File: config.mk
export PLATFORM = sky130hd
export DESIGN_NAME = silence_kill_top
export DESIGN_NICKNAME = d
export VERILOG_FILES = /design/src/rtl/silence_kill_pkg.sv /design/src/rtl/silence_word_chk.sv /design/src/rtl/silence_run_timer.sv /design/src/rtl/silence_kill_top.sv
export SDC_FILE = /design/constraint.sdc
export NUM_CORES = 1
export LEC_CHECK = 0
export ABC_AREA = 1
export BUFFER_PORTS_ARGS = -buffer_cell sky130_fd_sc_hd__buf_4
export CORE_MARGIN = 4
export CORE_UTILIZATION = 40
export DETAILED_ROUTE_END_ITERATION = 6
export PLACE_DENSITY_LB_ADDON = 0.08
export SLEW_MARGIN = 20
export SYNTH_ARGS = -nofsm -noshare
export SYNTH_HDL_FRONTEND = slang
export SYNTH_SLANG_ARGS = --single-unit
export TNS_END_PERCENT = 20
File: constraint.sdc
create_clock -name clk -period 2.4 [get_ports clk]
set_input_delay 0.24 -clock clk [delete_from_list [all_inputs] [get_ports clk]]
set_output_delay 0.24 -clock clk [all_outputs]
set_load 0.03 [all_outputs]
File: src/rtl/silence_kill_pkg.sv
package silence_kill_pkg;

    typedef enum logic {
        KILL_JOINT = 1'b0,
        KILL_SPLIT = 1'b1
    } kill_mode_e;

    localparam int unsigned NUM_CHAN = 2;
    localparam int unsigned CHAN_L   = 0;
    localparam int unsigned CHAN_R   = 1;

    typedef struct packed {
        logic kill_n;
        logic aux_n;
    } kill_out_t;

endpackage

File: src/rtl/silence_word_chk.sv
module silence_word_chk #(
    parameter int unsigned DATA_W = 16
) (
    input  logic [DATA_W-1:0] word_i,
    output logic              silent_o
);
    logic all_zero;
    logic all_one;

    always_comb begin
        all_zero = ~|word_i;
        all_one  = &word_i;
        silent_o = all_zero | all_one;
    end
endmodule

File: src/rtl/silence_run_timer.sv
module silence_run_timer #(
    parameter int unsigned HOLD_SAMPLES = 8820,
    parameter int unsigned CNT_W        = $clog2(HOLD_SAMPLES + 1)
) (
    input  logic             clk,
    input  logic             rst_n,
    input  logic             strobe_i,
    input  logic             silent_i,
    output logic [CNT_W-1:0] cnt_o,
    output logic             qual_next_o
);
    localparam logic [CNT_W-1:0] CNT_MAX = CNT_W'(HOLD_SAMPLES);

    typedef struct packed {
        logic [CNT_W-1:0] cnt;
    } run_state_t;

    run_state_t st_d, st_q;

    always_comb begin
        st_d = st_q;
        if (strobe_i) begin
            if (!silent_i) begin
                st_d.cnt = '0;
            end else if (st_q.cnt != CNT_MAX) begin
                st_d.cnt = st_q.cnt + CNT_W'(1);
            end
        end
        qual_next_o = (st_d.cnt == CNT_MAX);
    end

    always_ff @(posedge clk or negedge rst_n) begin
        if (!rst_n) begin
            st_q <= '0;
        end else begin
            st_q <= st_d;
        end
    end

    assign cnt_o = st_q.cnt;
endmodule

File: src/rtl/silence_kill_top.sv
module silence_kill_top
    import silence_kill_pkg::*;
#(
    parameter int unsigned DATA_W       = 16,
    parameter int unsigned HOLD_SAMPLES = 8820,
    localparam int unsigned CNT_W       = $clog2(HOLD_SAMPLES + 1)
) (
    input  logic              clk,
    input  logic              rst_n,
    input  logic              sample_valid,
    input  logic [DATA_W-1:0] left_word,
    input  logic [DATA_W-1:0] right_word,
    input  logic              mode_sel,
    input  logic              mute,
    output logic              kill_n,
    output logic              aux_n
);
    logic [NUM_CHAN-1:0][DATA_W-1:0] chan_word;
    logic [NUM_CHAN-1:0]             chan_silent;
    logic [NUM_CHAN-1:0][CNT_W-1:0]  chan_cnt;
    logic [NUM_CHAN-1:0]             chan_qual_next;

    assign chan_word[CHAN_L] = left_word;
    assign chan_word[CHAN_R] = right_word;

    for (genvar ch = 0; ch < NUM_CHAN; ch++) begin : g_chan
        silence_word_chk #(
            .DATA_W (DATA_W)
        ) u_word_chk (
            .word_i   (chan_word[ch]),
            .silent_o (chan_silent[ch])
        );

        silence_run_timer #(
            .HOLD_SAMPLES (HOLD_SAMPLES),
            .CNT_W        (CNT_W)
        ) u_run_timer (
            .clk         (clk),
            .rst_n       (rst_n),
            .strobe_i    (sample_valid),
            .silent_i    (chan_silent[ch]),
            .cnt_o       (chan_cnt[ch]),
            .qual_next_o (chan_qual_next[ch])
        );
    end

    kill_out_t  out_d, out_q;
    kill_mode_e mode;

    always_comb begin
        mode  = kill_mode_e'(mode_sel);
        out_d = out_q;
        unique case (mode)
            KILL_JOINT: begin
                out_d.kill_n = ~((chan_qual_next[CHAN_L] & chan_qual_next[CHAN_R]) | mute);
                out_d.aux_n  = 1'b1;
            end
            KILL_SPLIT: begin
                out_d.kill_n = ~(chan_qual_next[CHAN_L] | mute);
                out_d.aux_n  = ~chan_qual_next[CHAN_R];
            end
            default: begin
                out_d.kill_n = 1'b1;
                out_d.aux_n  = 1'b1;
            end
        endcase
    end

    always_ff @(posedge clk or negedge rst_n) begin
        if (!rst_n) begin
            out_q <= '{kill_n: 1'b1, aux_n: 1'b1};
        end else begin
            out_q <= out_d;
        end
    end

    assign kill_n = out_q.kill_n;
    assign aux_n  = out_q.aux_n;
endmodule

# --- Word-level counts from Yosys, hierarchy flattened ---
# Cells that the tools add are included.
word_totals:
  ff_bits: 30
  inputBits: 37
  output_inout_bits: 2
  wordCells: 32
op_classes:
  addsub: 2
  n_eq_ne: 4
  muxes: 7
  bitwise: 9
  n_reduce_logical: 6
op_table:
  columns: ["cell", "count"]
  rows:
  - ["14-bit two-way mux", 6]
  - ["16-bit AND reduction", 2]
  - ["16-bit OR reduction", 2]
  - ["14-bit by 1-bit adder with 14-bit output, second input constant", 2]
  - ["14-bit equality test, second input constant", 2]
  - ["14-bit inequality test, second input constant", 2]
  - ["1-bit inverter", 4]
  - ["1-bit OR", 4]
  - ["2-bit case mux with 2 select lines", 1]
  - ["1-bit logical NOT", 2]
  - ["1-bit bitwise AND", 1]

# --- Longest topological paths before layout ---
depth:
  word_depth: 10
  ltp_mapped: 18
  mapped_depth_nobuf: 18

# --- Hierarchy ---
# From an unflattened synthesis, not the netlist that was laid out.
unflattened:
  cells_unflattened: 424
  hier_area_um2: 2601.2
modules_own_cells:
  columns: ["module", "instances", "cells_per_inst", "area_per_inst_um2"]
  rows:
  - ["silence_run_timer", 2, 172, 1124.8]
  - ["silence_word_chk", 2, 35, 133.9]
  - ["silence_kill_top", 1, 10, 83.8]

# --- Worst setup path after synthesis ---
# No wires, ideal clock.
synth_timing:
  path_kind: "reg-to-reg"
  start: "reg g_chan[0].u_run_timer.st_q, in the netlist g_chan[0].u_run_timer.cnt_o[0]"
  end: "reg out_q, in the netlist kill_n"
  arrival_time_ns: 1.688
  t_required_ns: 2.324
  path_slack_ns: 0.636
  path_stages_with_launch: 18
  n_path_buf: 0
  path_cell_list: "dfrtp_1 > inv_1 > ha_1 > nand2_1 > inv_1 > nand2_1 > nor2_1 > nand2_2 > nand2_1 > inv_1 > nand2_1 > nand3_1 > nor2_1 > nand3_1 > nor2_2 > nand2_1 > nand3_1 > nand2_1"
synth_lines:
  columns: ["element", "line", "text"]
  rows:
  - ["start, declared", "silence_run_timer.sv:18", "run_state_t st_d, st_q;"]
  - ["start signal, assigned", "silence_run_timer.sv:36", "st_q <= st_d;"]
  - ["end signal, assigned", "silence_kill_top.sv:71", "out_q <= '{kill_n: 1'b1, aux_n: 1'b1};"]
  - ["end signal, assigned", "silence_kill_top.sv:73", "out_q <= out_d;"]
  - ["end, declared", "silence_kill_top.sv:47", "kill_out_t out_d, out_q;"]

==> key figures <==
STA
  • Min Tclk post-route: 2.14 ns
  • Slew Viols, Final: 0
  • Final hold violations: 0
  • Setup TNS: 0 ns
  • Clock skew: 0.00908 ns
  • Final period utilization: 0.890
  • Slew of the pin with the lowest slew margin: 0.431 ns
  • # setup viols final: 0
  • RSZ-0062 raised after global routing: no
  • Rel. slew slack: 0.713
  • Fmax: 468 MHz

Synth
  • Number of synthesized flops with an enable pin: 0
  • Async SR Flop Fraction: 1.00
  • Syn Nets: 471
  • Commonest cells in the netlist: nand2_1, nor2_1, inv_1, nand3_1, dfrtp_1
  • Predominant post-synthesis flop cell: dfrtp_1
  • Yosys reg bits: 30
  • Mean post-synth cell area: 5.97 um2
  • Top cell type's share of synthesized area: 0.273
  • Mapped cell area: 2570 um2
  • Largest cells by area after synthesis: dfrtp_1, nand2_1, nor2_1
  • Most frequent cell after synthesis: nand2_1
  • Register area share after synthesis: 0.293
  • Syn Inst Count: 430
  • Synth warn: 0
  • Post-synthesis cell type count: 27
  • Yosys top cell by area: dfrtp_1

Floorplanning
  • Core Box Area: 6060 um2
  • Die area: a little under 8000 um2
  • Die height: 88.1 um
  • # IOs: 39
  • Initial core utilization: 0.424
  • Rows: 28
  • Die span in x: roughly 88 um

Clock network
  • Setup bufs post-CTS: 0
  • CTS tree: yes
  • Htree depth: 2
  • Root Buffer Master: clkbuf_8
  • Clock insertion delay at the later pin of the skew report: 0.28 ns
  • CTS Buffer Depth: 2
  • Num CTS Buffers: 5
  • Sinks on Clock Net: 30
  • Clock-pin slew on the worst setup and hold paths: 0.06 ns

Pwr
  • Int Power: 0.810 mW
  • Psw: slightly above 0.3 mW
  • Switching share of power: 0.276
  • Worst-case vdd ir drop: 0.000207 V
  • Gate power share: 0.165
  • Sequential share of power: 0.489
  • Clk pwr share: 0.346
  • Pwr Density: approximately 380 nW/um2
  • Lkg Pwr: 1.56 nW

Global route
  • Initial antenna violation count: 0
  • Largest net degree at the start of global routing: 39
  • First-pass GRT wire length: 11.2 mm
  • Total track usage: 0.183
  • Grt ovf: 0
  • Vias in the first global route: 2560

Route
  • DRC Markers: 0
  • Vias per std cell: 4.85
  • Final wirelength: 6.30 mm
  • First-pass iteration count of the detailed router: 4
  • Via Count: ~2600
  • DR WL/cell: 11.6 um
  • DRC marker count from the first detailed-route iteration: 94
  • Antenna-violating nets left: 0

Job
  • Max-cap violations: 0

Final layout
  • Share of cells above drive strength 1: 0.140
  • Diode count: 0
  • Fin util: 0.488
  • Net count reported at finish: 510
  • P&R area growth vs syn: 15.1%

Placed design
  • Placer Congestion: 0.862
  • IO Port Bufs: 38
  • Hpwl dp: 4.99 mm

Critical path
  • CP required: 2.61 ns
  • WS Path Type: flip-flop to flip-flop
  • Crit path DAT: 2.35 ns
  • Worst Setup Start Kind: flip-flop
  • CP endpoint kind: flip-flop
  • Maximum fanout along the worst path: 6

Hold path
  • Hold WC Path Type: input port to flip-flop

Status
  • Status: completed
==> worst paths after layout <==
check                                                     startpoint                                        end  slack (ns)  depth (start not counted)
setup / recovery            g_chan[0].u_run_timer.cnt_o[0]$_DFF_PN0_                           kill_n$_DFF_PN1_        0.26                         13
hold / removal                                              mode_sel                            aux_n$_DFF_PN1_        0.16                          2
setup reg to reg            g_chan[0].u_run_timer.cnt_o[0]$_DFF_PN0_                           kill_n$_DFF_PN1_        0.26                         13
hold reg to reg            g_chan[1].u_run_timer.cnt_o[12]$_DFF_PN0_  g_chan[1].u_run_timer.cnt_o[12]$_DFF_PN0_        0.61                          2
max in group asynchronous                                      rst_n                           kill_n$_DFF_PN1_        1.64                          2
min in group asynchronous                                      rst_n   g_chan[0].u_run_timer.cnt_o[3]$_DFF_PN0_        0.42                          2
==> flip-flops by register name (all words and copies together) (netlist names) <==
register and count:
aux_n 1, g_chan.u_run_timer.cnt_o 28, kill_n 1
==> power by group through the flow <==
stage                     logic, mW  registers, mW  clock network, mW
after floorplan               0.114          0.549                  0
after global placement        0.184          0.556                  0
after detailed placement      0.186          0.556                  0
after CTS                     0.188          0.547              0.405
after global routing          0.217          0.550              0.436
final                         0.185          0.547              0.388
==> worst max-delay path: stages (launching register included) <==
cell and delay (ns):
dfrtp_1 0.45, ha_1 0.31, nand3_2 0.14, nor2_4 0.18
xor2_1 0.16, nand2_1 0.08, a21oi_2 0.16, nand2_1 0.07
nor2_1 0.10, nand2_1 0.10, nor2_2 0.14, nand2_1 0.06
nand3_1 0.06, nand2_1 0.05
==> layout make-up <==
type / instances / area [um2]
Clock buffer: 8 / 80.1
Fill cell: 653 / 3100
Inverter: 65 / 244
Multi-Input combinational cell: 328 / 1490
Sequential cell: 30 / 753
Tap cell: 75 / 93.8
Timing Repair Buffer: 39 / 295
==> cell families after synthesis <==
family,after synthesis,share of synthesized area
AO/OA/AOI/OAI,10,0.0248
adder cells (fa/ha/maj),4,0.0195
flip-flops,30,0.293
AND/OR/NAND/NOR,310,0.523
XOR/XNOR,4,0.0136
buffers and inverters,72,0.126
==> stage by stage <==
stage          cells  total power, mW  hold slack, ns  cell area (um2)  setup WS [ns]
2_1_floorplan    430            0.663         -0.0556             2570          0.636
3_3_place_gp     536            0.739           0.200             2870          0.294
3_5_place_dp     536            0.742           0.206             2870          0.276
4_1_cts          545             1.14           0.158             2960          0.258
5_1_grt          545             1.20           0.159             2960         0.0170
6_report         545             1.12           0.157             2960          0.264
==> placed cells by master (no fill, tap or decap), types with 2 or more instances in the layout <==
| cell type | count |
|---|---|
| nor3_1 | 2 |
| nand2_1 | 143 |
| nor4_1 | 2 |
| a21oi_2 | 3 |
| inv_2 | 2 |
| dfstp_2 | 2 |
| nor2_1 | 79 |
| clkbuf_1 | 3 |
| ha_1 | 4 |
| inv_1 | 62 |
| nand3_2 | 3 |
| a21oi_1 | 4 |
| dfrtp_1 | 28 |
| nand3_1 | 48 |
| buf_4 | 38 |
| nand4_1 | 16 |
| xor2_1 | 3 |
| nand3b_1 | 4 |
| nand2_2 | 5 |
| clkbuf_8 | 5 |
| nor2_2 | 7 |
==> metal layers <==
layer,GRT usage,routed length [um],up-vias
met5,0,0,-
met2,0.335,3220,22
met1,0.216,2850,1202
li1,-,-,1410
met4,0.0481,102,0
met3,0.0386,129,9
==> what timing repair did <==
action	in CTS	in global routing
resized for setup	0	1
endpoints found under the setup margin	0	1
endpoints found under the hold margin	28	0
hold buffers	1	0
Note: power is estimated with default switching activity, not from simulation.
